### src/rtl/gpio_pkg.sv
package gpio_pkg;
  localparam int BUS_AW = 9;

  localparam logic [BUS_AW-1:0] OFS_STAT     = 9'h02C;
  localparam logic [BUS_AW-1:0] OFS_EN_SET   = 9'h034;
  localparam logic [BUS_AW-1:0] OFS_EN_CLR   = 9'h038;
  localparam logic [BUS_AW-1:0] OFS_DIR      = 9'h134;
  localparam logic [BUS_AW-1:0] OFS_DIN      = 9'h138;
  localparam logic [BUS_AW-1:0] OFS_DOUT     = 9'h13C;
  localparam logic [BUS_AW-1:0] OFS_LVL_LO   = 9'h140;
  localparam logic [BUS_AW-1:0] OFS_LVL_HI   = 9'h144;
  localparam logic [BUS_AW-1:0] OFS_RISE     = 9'h148;
  localparam logic [BUS_AW-1:0] OFS_FALL     = 9'h14C;
  localparam logic [BUS_AW-1:0] OFS_DOUT_CLR = 9'h190;
  localparam logic [BUS_AW-1:0] OFS_DOUT_SET = 9'h194;

  typedef enum logic [3:0] {
    SEL_NONE, SEL_STAT, SEL_EN_SET, SEL_EN_CLR, SEL_DIR, SEL_DIN, SEL_DOUT,
    SEL_LVL_LO, SEL_LVL_HI, SEL_RISE, SEL_FALL, SEL_DOUT_CLR, SEL_DOUT_SET
  } reg_sel_e;

  function automatic reg_sel_e decode_addr(input logic [BUS_AW-1:0] a);
    case (a)
      OFS_STAT:     decode_addr = SEL_STAT;
      OFS_EN_SET:   decode_addr = SEL_EN_SET;
      OFS_EN_CLR:   decode_addr = SEL_EN_CLR;
      OFS_DIR:      decode_addr = SEL_DIR;
      OFS_DIN:      decode_addr = SEL_DIN;
      OFS_DOUT:     decode_addr = SEL_DOUT;
      OFS_LVL_LO:   decode_addr = SEL_LVL_LO;
      OFS_LVL_HI:   decode_addr = SEL_LVL_HI;
      OFS_RISE:     decode_addr = SEL_RISE;
      OFS_FALL:     decode_addr = SEL_FALL;
      OFS_DOUT_CLR: decode_addr = SEL_DOUT_CLR;
      OFS_DOUT_SET: decode_addr = SEL_DOUT_SET;
      default:      decode_addr = SEL_NONE;
    endcase
  endfunction
endpackage

### src/rtl/gpio_sync.sv
module gpio_sync #(
  parameter int W      = 32,
  parameter int STAGES = 2
) (
  input  logic         clk_i,
  input  logic         rst_ni,
  input  logic [W-1:0] d_i,
  output logic [W-1:0] q_o
);
  logic [W-1:0] stage_q [STAGES];

  for (genvar s = 0; s < STAGES; s++) begin : g_stage
    always_ff @(posedge clk_i or negedge rst_ni) begin
      if (!rst_ni) stage_q[s] <= '0;
      else if (s == 0) stage_q[s] <= d_i;
      else stage_q[s] <= stage_q[(s == 0) ? 0 : s-1];
    end
  end

  assign q_o = stage_q[STAGES-1];
endmodule

### src/rtl/gpio_irq_detect.sv
module gpio_irq_detect #(
  parameter int NPINS = 32
) (
  input  logic             clk_i,
  input  logic             rst_ni,
  input  logic [NPINS-1:0] sync_i,
  input  logic [NPINS-1:0] lvl_lo_i,
  input  logic [NPINS-1:0] lvl_hi_i,
  input  logic [NPINS-1:0] rise_i,
  input  logic [NPINS-1:0] fall_i,
  input  logic             clr_wr_i,
  input  logic [NPINS-1:0] clr_mask_i,
  output logic [NPINS-1:0] status_o
);
  logic [NPINS-1:0] prev_q, status_q, evt;

  always_ff @(posedge clk_i or negedge rst_ni) begin
    if (!rst_ni) prev_q <= '0;
    else prev_q <= sync_i;
  end

  for (genvar p = 0; p < NPINS; p++) begin : g_pin
    logic hit_lo, hit_hi, hit_re, hit_fe;
    assign hit_lo = lvl_lo_i[p] & ~sync_i[p];
    assign hit_hi = lvl_hi_i[p] &  sync_i[p];
    assign hit_re = rise_i[p]   &  sync_i[p] & ~prev_q[p];
    assign hit_fe = fall_i[p]   & ~sync_i[p] &  prev_q[p];
    assign evt[p] = hit_lo | hit_hi | hit_re | hit_fe;

    // new event beats a same-cycle clear
    always_ff @(posedge clk_i or negedge rst_ni) begin
      if (!rst_ni) status_q[p] <= 1'b0;
      else if (evt[p]) status_q[p] <= 1'b1;
      else if (clr_wr_i && clr_mask_i[p]) status_q[p] <= 1'b0;
    end
  end

  assign status_o = status_q;


  status_sticky_chk: assert property (@(posedge clk_i) disable iff (!rst_ni)
    !clr_wr_i |=> ((status_q & $past(status_q)) == $past(status_q)));


  both_level_chk: assert property (@(posedge clk_i) disable iff (!rst_ni)
    ((lvl_lo_i & lvl_hi_i) != '0) |=>
      ((status_q & $past(lvl_lo_i & lvl_hi_i)) == $past(lvl_lo_i & lvl_hi_i)));


  clr_collision_chk: assert property (@(posedge clk_i) disable iff (!rst_ni)
    (clr_wr_i && ((evt & clr_mask_i) != '0)) |=>
      ((status_q & $past(evt & clr_mask_i)) == $past(evt & clr_mask_i)));
endmodule

### src/rtl/gpio_bank.sv
module gpio_bank
  import gpio_pkg::*;
#(
  parameter int NPINS   = 32,
  parameter int SYNC_ST = 2
) (
  input  logic              clk_i,
  input  logic              rst_ni,
  input  logic              bus_en_i,
  input  logic              bus_we_i,
  input  logic [BUS_AW-1:0] bus_addr_i,
  input  logic [NPINS-1:0]  bus_wdata_i,
  output logic [NPINS-1:0]  bus_rdata_o,
  input  logic [NPINS-1:0]  pin_i,
  output logic [NPINS-1:0]  pin_o,
  output logic [NPINS-1:0]  pin_oe_o,
  output logic              irq_o
);
  reg_sel_e         sel;
  logic             wr;
  logic [NPINS-1:0] dir_q, dout_q, en_q, lo_q, hi_q, rise_q, fall_q;
  logic [NPINS-1:0] sync, status;

  assign sel = decode_addr(bus_addr_i);
  assign wr  = bus_en_i & bus_we_i;

  gpio_sync #(.W(NPINS), .STAGES(SYNC_ST)) u_sync (
    .clk_i (clk_i),
    .rst_ni(rst_ni),
    .d_i   (pin_i),
    .q_o   (sync)
  );

  always_ff @(posedge clk_i or negedge rst_ni) begin
    if (!rst_ni) begin
      dir_q  <= '1;
      dout_q <= '0;
      en_q   <= '0;
      lo_q   <= '0;
      hi_q   <= '0;
      rise_q <= '0;
      fall_q <= '0;
    end else if (wr) begin
      case (sel)
        SEL_DIR:      dir_q  <= bus_wdata_i;
        SEL_DOUT_SET: dout_q <= dout_q | bus_wdata_i;
        SEL_DOUT_CLR: dout_q <= dout_q & ~bus_wdata_i;
        SEL_EN_SET:   en_q   <= en_q | bus_wdata_i;
        SEL_EN_CLR:   en_q   <= en_q & ~bus_wdata_i;
        SEL_LVL_LO:   lo_q   <= bus_wdata_i;
        SEL_LVL_HI:   hi_q   <= bus_wdata_i;
        SEL_RISE:     rise_q <= bus_wdata_i;
        SEL_FALL:     fall_q <= bus_wdata_i;
        default: ;
      endcase
    end
  end

  gpio_irq_detect #(.NPINS(NPINS)) u_detect (
    .clk_i     (clk_i),
    .rst_ni    (rst_ni),
    .sync_i    (sync),
    .lvl_lo_i  (lo_q),
    .lvl_hi_i  (hi_q),
    .rise_i    (rise_q),
    .fall_i    (fall_q),
    .clr_wr_i  (wr && (sel == SEL_STAT)),
    .clr_mask_i(bus_wdata_i),
    .status_o  (status)
  );

  always_comb begin
    case (sel)
      SEL_STAT:                bus_rdata_o = status;
      SEL_EN_SET, SEL_EN_CLR:  bus_rdata_o = en_q;
      SEL_DIR:                 bus_rdata_o = dir_q;
      SEL_DIN:                 bus_rdata_o = sync;
      SEL_DOUT:                bus_rdata_o = dout_q;
      SEL_LVL_LO:              bus_rdata_o = lo_q;
      SEL_LVL_HI:              bus_rdata_o = hi_q;
      SEL_RISE:                bus_rdata_o = rise_q;
      SEL_FALL:                bus_rdata_o = fall_q;
      default:                 bus_rdata_o = '0;
    endcase
  end

  assign pin_o    = dout_q;
  assign pin_oe_o = ~dir_q;
  assign irq_o    = |(status & en_q);


  dout_set_chk: assert property (@(posedge clk_i) disable iff (!rst_ni)
    (wr && sel == SEL_DOUT_SET) |=> ((pin_o & $past(bus_wdata_i)) == $past(bus_wdata_i)));


  dout_clr_chk: assert property (@(posedge clk_i) disable iff (!rst_ni)
    (wr && sel == SEL_DOUT_CLR) |=> ((pin_o & $past(bus_wdata_i)) == '0));


  dir_wr_chk: assert property (@(posedge clk_i) disable iff (!rst_ni)
    (wr && sel == SEL_DIR) |=> (pin_oe_o == ~$past(bus_wdata_i)));


  en_set_chk: assert property (@(posedge clk_i) disable iff (!rst_ni)
    (wr && sel == SEL_EN_SET) |=> ((en_q & $past(bus_wdata_i)) == $past(bus_wdata_i)));


  irq_needs_en_chk: assert property (@(posedge clk_i) disable iff (!rst_ni)
    irq_o |-> (en_q != '0));


  unmapped_rd_chk: assert property (@(posedge clk_i) disable iff (!rst_ni)
    (bus_en_i && !bus_we_i && sel == SEL_NONE) |-> (bus_rdata_o == '0));
endmodule

### config.mk
export PLATFORM = sky130hd
export DESIGN_NAME = gpio_bank
export DESIGN_NICKNAME = d
export VERILOG_FILES = /design/src/rtl/gpio_pkg.sv /design/src/rtl/gpio_sync.sv /design/src/rtl/gpio_irq_detect.sv /design/src/rtl/gpio_bank.sv
export SDC_FILE = /design/constraint.sdc
export NUM_CORES = 1
export LEC_CHECK = 0
export BUFFER_PORTS_ARGS = -buffer_cell sky130_fd_sc_hd__buf_2
export CELL_PAD_IN_SITES_DETAIL_PLACEMENT = 1
export CELL_PAD_IN_SITES_GLOBAL_PLACEMENT = 1
export CORE_MARGIN = 2
export CORE_UTILIZATION = 48
export CTS_CLUSTER_DIAMETER = 200
export DETAILED_ROUTE_END_ITERATION = 8
export PLACE_DENSITY = 0.82
export SETUP_SLACK_MARGIN = 0.3
export SKIP_CTS_REPAIR_TIMING = 1
export SLEW_MARGIN = 20
export SYNTH_ARGS = -nofsm -noshare
export SYNTH_HDL_FRONTEND = slang
export SYNTH_SLANG_ARGS = --single-unit
### constraint.sdc
create_clock -name clk_i -period 4.55 [get_ports clk_i]
set_clock_uncertainty 0.2 [all_clocks]
set_input_delay 1.1375 -clock clk_i [delete_from_list [all_inputs] [get_ports clk_i]]
set_output_delay 1.1375 -clock clk_i [all_outputs]
set_load 0.05 [all_outputs]
---- After elaboration in Yosys (flattened, before gate mapping) ----
Index checks and enable logic that the tools add are counted.
W data, S select, Z words.
word-level totals
  register bits ........................... 352
  latch bits .............................. 0
  RAM bits ................................ 0
  bits in read-only memories .............. 0
  bits of input ports ..................... 77
  output and inout port bits .............. 97
  logic and storage cells ................. 570
  memories kept ........................... 0
operators by class
  $add $sub $neg .......................... 0
  multipliers ............................. 0
  divide/modulo/power cells ............... 0
  magnitude comparators ................... 0
  equality and inequality tests ........... 24
  shifts and indexed selects .............. 0
  mux-type cells .......................... 68
  bitwise operators ....................... 360
  reduce and logical (&&, ||, !) cells .... 76
operator list
  cell                  count
  $pmux W32 S9          1
  $and A1 B1 Y1         193
  $pmux W32 S2          2
  $and A32 B32 Y32      3
  $or A1 B1 Y1          96
  $eq A9 B9 Y1 const B  9
  $reduce_bool A2 Y1    34
  $mux W1               64
  $not A1 Y1            64
  $not A32 Y32          2
  $or A32 B32 Y32       2
  $pmux W4 S12          1
  $logic_and A1 B1 Y1   33
  $reduce_or A32 Y1     1
  $eq A9 B6 Y1 const B  3
  $eq A4 B4 Y1 const B  5
  $eq A4 B3 Y1 const B  4
  $reduce_and A2 Y1     7
  $eq A4 B2 Y1 const B  2
  $eq A4 B1 Y1 const B  1
  $reduce_or A2 Y1      1

---- Logic depth before layout (Yosys ltp) ----
Gate-level depths: netlist of run 1.
  word-level depth ........................ 7
  gate-level depth with buffers ........... 10
  depth with buffers taken out ............ 5

---- Modules after synthesis ----
A second synthesis of run 1 with hierarchy kept.
unflattened totals
  cell total of the unflattened synthesis .. 1290
  area total of the unflattened synthesis .. 15602.5 sq um
modules (own cells, without submodules)
  module           times used  cells each  area each (sq um)  seq. area each (sq um)
  gpio_bank        1           935         11044.3            5645.4
  gpio_irq_detect  1           259         2716.4             1601.5
  gpio_sync        1           96          1841.8             1601.5

---- Least setup slack after synthesis of run 1 ----
Ideal clock, no wire load.
  path kind ............................... input port to output port
  start ................................... input port bus_addr_i[7]
  end ..................................... output port bus_rdata_o[10]
  arrival time ............................ 3.309 ns
  data required time ...................... 3.213 ns
  path slack .............................. -0.097 ns
  stages .................................. 7
  buffers on the path ..................... 3
  cell sequence ........................... buf_2 -> nor4bb_1 -> and2_0 -> clkbuf_1 -> clkbuf_1 -> a22oi_1 -> o2111ai_1
between the ends
  longest elaborated chain between the ends .. 5
  elaborated cells between the ends (all ways) .. 25
  those cells by class .................... eq/ne: 22; mux: 2; reduce/logical: 1
RTL lines
  what                                          RTL line         text
  start: declaration                            gpio_bank.sv:11  input logic [BUS_AW-1:0] bus_addr_i,
  $eq A9 B9 Y1 or $eq A9 B6 Y1 (tied branches)  gpio_pkg.sv:23   case (a)
  $pmux W4 S12 *                                gpio_pkg.sv:23
  $eq A4 B2 Y1                                  gpio_bank.sv:73  case (sel)
  $reduce_or A2 Y1                              gpio_bank.sv:73
  $pmux W32 S9 *                                gpio_bank.sv:73
  end: declaration                              gpio_bank.sv:13  output logic [NPINS-1:0] bus_rdata_o,
Mark *: on every way between the ends. The rest lies on a longest branch, timed or not.

---- Worst setup path in the final report of run 1 ----
  start ................................... input port bus_addr_i[3]
  end ..................................... output port bus_rdata_o[2]
Same word-level chain as after synthesis.

==> key figures, run 1 <==
Timing
  • Final setup margin: 0.1212 ns
  • Period utilisation layout: 97.34%
  • Final count of negative-setup-slack endpoints: 0
  • Setup TNS: 0 ns
  • Pins Over Slew Limit: 0
  • Measured slew at the worst slew-check pin: 0.9005 ns
  • Max Freq: 0.2258 GHz
  • Slew HR: 39.74%
  • Min Tclk post-route: 4.429 ns
  • Hold slack: 0.1353 ns
  • RSZ-0062 raised after global routing: true
  • Final Hold Viols: 0

Finish
  • Area grow syn2layout: 25.08%
  • N_diodes: 0
  • Nets: 1,510
  • Non-filler cells, final: 1,865
  • Most common cell after layout, fill and taps aside: dfrtp_1
  • Most frequent cells in the layout: dfrtp_1 (320), mux2_2 (183), buf_2 (132)
  • Final Util: 61.17%
  • Share of layout cells above drive strength 1: 41.90%

Run
  • Max-cap violations: 0

Route
  • WL/cell: 29.35 um
  • Vias/cell: 6.527
  • DRC Markers: 0
  • Via count: 12.17k
  • ANT nets after route: 0
  • Starting DRT DRC Count: 1,228
  • Final WL: 54,730 um
  • DRT Pass-1 Iters: 6

Clocking
  • Sink Count: 352
  • Inserted Clock Buffers: 38
  • H-tree levels: 2
  • CTS tree: built
  • Longest Clk Path Bufs: 3
  • Worst-path clk slew: 0.06 ns
  • Clk_lat worst skew: 0.52 ns
  • Clk root buf: clkbuf_16

Synthesis
  • Cell area after synthesis: 15,470 um^2
  • Synth Instances: 1,217
  • Top FF cell, synth: dfrtp_1
  • FF+latch count, synth: 352
  • Netlist cell types: 51
  • Sequential fraction of the synthesis area: 57.18%
  • Avg Inst Size Synth: 12.71 um^2
  • Syn nets: 1,294
  • EDFF count, synth: 0
  • Synth async-reset ratio: 100.0%
  • Ys Warns: 0

Critical path
  • CP Capture Type: output port
  • CP startpoint: bus_addr_i[3]
  • Startpoint types: input port
  • Worst path most repeated cell: buf_8
  • Crit Path Category: in -> out
  • Reg-to-Reg End: u_detect.status_o[15]
  • Crit path cell chain: buf_8 > or4b_4 > nor4b_4 > buf_6 > clkbuf_16 > a22oi_1 > o21ai_1 > a221o_2 > buf_8
  • CP Data Required Time: 3.21 ns
  • Critical Path Sink: bus_rdata_o[2]
  • CP max FO: 5
  • FF-to-FF path depth: 3
  • Flop2flop setup slack: 3.16 ns
  • Max incr delay on CP: 0.54 ns
  • Slowest library cell on the worst path: or4b_4
  • R2r startpoint: u_sync.q_o[15]
  • Arrival time at the worst endpoint: 3.09 ns

Power and ir drop
  • LEAKAGE: 8.675 nW
  • Sw Ratio: 24.19%
  • Register share of total power: 47.2%
  • Combinational power share: 6.8%
  • NetSw: 1.706 mW
  • Int Power: 5.348 mW
  • PD cells: 364.5 nW/um^2
  • Clock group share of total power: 46.0%
  • VDD IR-drop max: 258.1 uV

Placed design
  • Port Buffer Count: 173
  • GP Congestion: 0.8988
  • Cells after DPL: 1,779
  • Place WS: 0.05470 ns
  • Dpl hpwl: 32,770 um

Global route
  • GR Util All Layers: 31.43%
  • Met1 Usage GRT: 39.90%
  • GR Util met2: 51.61%
  • Met3 Use GR: 5.784%
  • Vias in the first global route: 13.23k
  • Initial antenna violation count: 0
  • Total gr overflow: 0
  • Largest net degree at the start of global routing: 129
  • GRT busiest layer: met2
  • First-pass GRT wire length: 80,180 um

Floorplanning
  • # rows: 65
  • IO Count: 174
  • Die Y: 183.5 um
  • Initial Utilization: 48.91%
  • DIE AREA: 33,690 um^2
  • Die width: 183.5 um
  • Core ar.: 31,640 um^2

Run status
  • Status: finished clean

Worst hold path
  • Worst hold path type: reg -> reg
## worst max-delay path, delay by kind of cell
family	cells	cell delay [ns]
compound gates	3	0.40
buf+inv	4	0.68
simple gates	2	0.88
## stage by stage
| stage | instance area (um^2) | total power [mW] |
|---|---|---|
| 2_1_floorplan | 15790 | 3.556 |
| 3_5_place_dp | 17480 | 3.817 |
| 6_report | 19350 | 7.054 |
| 4_1_cts | 18790 | 7.056 |
| 5_1_grt | 19350 | 7.245 |
| 3_3_place_gp | 17480 | 3.798 |
## logic make-up after synthesis
logic type	synth area share, %
and+or+nand+nor	6.331
buffers and inverters	3.930
DFF	57.18
xor gates and xnor gates	0.05661
muxes	19.83
AOI/OAI and AO/OA	12.67
## metal layers
layer | share of wire (%) | vias up
met5 | 0 | -
met4 | 6.1 | 0
met3 | 7.5 | 208
met2 | 48 | 675
met1 | 39 | 6341
li1 | - | 4948
## cells in the mapped netlist (2+ instances only)
master / instances / share of area, %
clkbuf_1: 36 / 0.87
buf_2: 27 / 0.87
buf_6: 5 / 0.36
mux2i_1: 14 / 0.91
a222oi_1: 14 / 0.91
o21ai_0: 32 / 1.0
mux2_1: 41 / 3.0
nor3b_2: 2 / 0.16
a21oi_1: 64 / 2.1
a22o_1: 2 / 0.11
o2111ai_1: 14 / 0.79
or4b_1: 3 / 0.19
and2_1: 2 / 0.081
buf_1: 11 / 0.27
dfrtp_1: 320 / 52
nand4_1: 35 / 1.4
inv_1: 64 / 1.6
nor2_1: 4 / 0.097
a221o_1: 18 / 1.2
a21o_1: 34 / 1.6
a22oi_1: 62 / 3.0
dfstp_2: 32 / 5.4
nor4bb_1: 2 / 0.13
nand3_1: 19 / 0.61
and2_0: 3 / 0.12
mux2_2: 183 / 13
nand3b_1: 2 / 0.097
nand2b_1: 3 / 0.12
a211oi_1: 33 / 1.6
or3b_2: 2 / 0.11
mux4_2: 18 / 2.6
nand2_1: 96 / 2.3
a221oi_1: 2 / 0.11
## final cells by class
cell class | count | area [um^2]
Timing Repair Buffer | 255 | 2072
Multi-Input combinational cell | 722 | 6380
Clock inverter | 9 | 128.9
Inverter | 64 | 240.2
Tap cell | 402 | 503.0
Fill cell | 3068 | 12280
Clock buffer | 61 | 1181
Sequential cell | 352 | 8848
## worst min-delay path by stage
stage,to,slack [ns],start,cells after the start
2_1_floorplan,u_sync.q_o[0],0.13,u_sync.stage_q[32],0
3_3_place_gp,u_sync.q_o[23],0.13,u_sync.stage_q[55],0
3_5_place_dp,u_sync.q_o[29],0.14,u_sync.stage_q[61],0
4_1_cts,u_sync.q_o[29],0.14,u_sync.stage_q[61],0
5_1_grt,u_sync.q_o[28],0.15,u_sync.stage_q[60],0
6_report,u_sync.q_o[28],0.14,u_sync.stage_q[60],0
## power groups by stage
stage	Clock, mW	Sequential, mW	Combinational [mW]
3_3_place_gp	0	3.37	0.431
2_1_floorplan	0	3.36	0.193
6_report	3.25	3.33	0.478
5_1_grt	3.40	3.33	0.510
4_1_cts	3.28	3.32	0.452
3_5_place_dp	0	3.37	0.443
Power figures use the tool's default switching activity.
==> run 2, diff against run 1 <==
==> constraint.sdc (replaced) <==
create_clock -name clk_i -period 4.9 [get_ports clk_i]
set_clock_uncertainty 0.2 [all_clocks]
set_input_delay 1.225 -clock clk_i [delete_from_list [all_inputs] [get_ports clk_i]]
set_output_delay 1.225 -clock clk_i [all_outputs]
set_load 0.05 [all_outputs]
==> key figures, run 2 (synthesis results as in run 1) <==
Run status
  • Status: finished clean

Placed design
  • Place WS: 0.08798 ns (+0.03329 ns)
  • GP Congestion: 0.8356 (-7.0%)
  • Port Buffer Count: 173 (unchanged)
  • Dpl hpwl: 31,810 um (-2.9%)

Clocking
  • Inserted Clock Buffers: 38 (unchanged)
  • Clk root buf: clkbuf_16
  • Clk_lat worst skew: 0.53 ns (about the same)
  • Sink Count: 352 (unchanged)
  • H-tree levels: 2 (unchanged)
  • Longest Clk Path Bufs: 3 (unchanged)
  • Worst-path clk slew: 0.06 ns (about the same)
  • CTS tree: built

Route
  • Final WL: 54,930 um (+0.36%)
  • DRT Pass-1 Iters: 6 (unchanged)
  • ANT nets after route: 0 (unchanged)
  • DR top layer: met4
  • Met2 wire length: 26,800 um (+2.4%)
  • Starting DRT DRC Count: 1,456 (+19%)
  • DRC Markers: 0 (unchanged)
  • Wl on met1: 21,090 um (about the same)
  • WL/cell: 29.71 um (+1.2%)
  • Vias/cell: 6.569 (+0.65%)
  • Met3 routed WL: 4994 um (+21%)
  • Via count: 12.15k (-0.21%)

Floorplanning
  • Initial Utilization: 48.91% (unchanged)
  • Die Y: 183.5 um (unchanged)
  • IO Count: 174 (unchanged)
  • Die width: 183.5 um (unchanged)
  • DIE AREA: 33,690 um^2 (unchanged)
  • # rows: 65 (unchanged)
  • Core ar.: 31,640 um^2 (unchanged)

Finish
  • Most frequent cells in the layout: dfrtp_1 (320), mux2_2 (183), buf_2 (137)
  • Most common cell after layout, fill and taps aside: dfrtp_1
  • Nets: 1,494 (-1.1%)
  • N_diodes: 0 (unchanged)
  • Share of layout cells above drive strength 1: 39.94% (-2.0 points)
  • Area grow syn2layout: 23.09%

Timing
  • Measured slew at the worst slew-check pin: 1.143 ns (+0.2426 ns)
  • Period utilisation layout: 95.25%
  • Final Hold Viols: 0 (unchanged)
  • Final count of negative-setup-slack endpoints: 0 (unchanged)
  • Setup TNS: 0 ns (unchanged)
  • RSZ-0062 raised after global routing: true
  • Max Freq: 0.2143 GHz
  • Pins Over Slew Limit: 0 (unchanged)
  • Slew HR: 23.79% (-16 points)
  • Min Tclk post-route: 4.667 ns
  • Final setup margin: 0.2326 ns (+0.1115 ns)

Global route
  • Initial antenna violation count: 0 (unchanged)
  • Vias in the first global route: 12.95k (-2.1%)
  • First-pass GRT wire length: 78,050 um (-2.7%)
  • Largest net degree at the start of global routing: 107 (-17%)
  • GR Util All Layers: 30.63% (-0.81 points)
  • Total gr overflow: 0 (unchanged)

Critical path
  • FF-to-FF path depth: 3 (unchanged)
  • Reg-to-Reg End: u_detect.status_o[24]
  • R2r startpoint: u_sync.q_o[24]
  • Startpoint types: input port
  • Arrival time at the worst endpoint: 3.24 ns (+0.15 ns)
  • Crit Path Category: in -> out
  • Flop2flop setup slack: 3.55 ns (+0.39 ns)
  • CP Capture Type: output port
  • CP max FO: 5 (unchanged)
  • CP Data Required Time: 3.47 ns (+0.26 ns)

Worst hold path
  • Worst hold start: u_sync.stage_q[61]
  • WHS Endpoint: u_sync.q_o[29]
  • Worst hold path type: reg -> reg
  • Worst Hold Path Cells: 0 (unchanged)

Power and ir drop
  • LEAKAGE: 8.608 nW (-0.77%)
  • VDD IR-drop max: 222.6 uV (-14%)
  • PD cells: 342.0 nW/um^2 (-6.2%)

Run
  • Max-cap violations: 0 (unchanged)
==> run 2: changes by cell type in the layout (fill, tap and decap cells not counted), sizes merged <==
| cell | delta |
|---|---|
| buf | -20 |
| clkinv | +5 |
| clkbuf | -1 |
==> run 2: worst max-delay path, stage by stage <==
cell       delay, ns
buf_8           0.10
buf_6           0.11
or3b_4          0.41
a21o_1          0.22
a21o_1          0.20
and2_4          0.22
clkbuf_16       0.19
a221o_1         0.38
buf_12          0.17
==> run 2: worst max-delay path by stage <==
stage                        startpoint               to  slack (ns)  cells past startpoint
final                     bus_addr_i[7]   bus_rdata_o[8]        0.23                      9
after floorplan           bus_addr_i[7]  bus_rdata_o[10]        0.31                      9
after global routing      bus_addr_i[2]  bus_rdata_o[30]        0.18                      7
after CTS                 bus_addr_i[3]  bus_rdata_o[15]        0.08                      8
after detailed placement  bus_addr_i[3]  bus_rdata_o[15]        0.09                      8
after global placement    bus_addr_i[3]  bus_rdata_o[15]        0.17                      8
==> run 2: power by group <==
part	switching (mW)	internal (mW)	total [mW]
registers	0.0900	3.00	3.09
clock network	1.21	1.78	2.99
logic	0.288	0.149	0.437
total	1.59	4.93	6.51
==> run 2: per-stage QoR <==
| stage | std cells | cell area (um^2) | hold WS (ns) | power, mW | util, % |
|---|---|---|---|---|---|
| after floorplan | 1217 | 15550 | 0.1312 | 3.297 | - |
| after global placement | 1756 | 17150 | 0.1313 | 3.520 | 54.20 |
| after detailed placement | 1756 | 17150 | 0.1358 | 3.540 | 54.20 |
| after CTS | 1826 | 18440 | 0.1475 | 6.506 | 58.28 |
| after global routing | 1849 | 19050 | 0.1577 | 6.694 | 60.21 |
| final | 1849 | 19050 | 0.1501 | 6.514 | 60.21 |
==> run 2: cell type report <==
type	instances	area [um^2]
fillers	3092	12590
repair buffers	239	1959
multi-input cells	722	6203
well taps	402	503.0
inverters	64	240.2
clock buffers	56	1142
flip-flops and latches	352	8848
clock inverters	14	150.1
==> run 2: per-layer routing <==
layer / up-vias / track usage [%]
met3: 158 / 4.992
li1: 4926 / -
met5: - / 0
met1: 6345 / 40.52
met4: 0 / 11.97
met2: 717 / 50.81
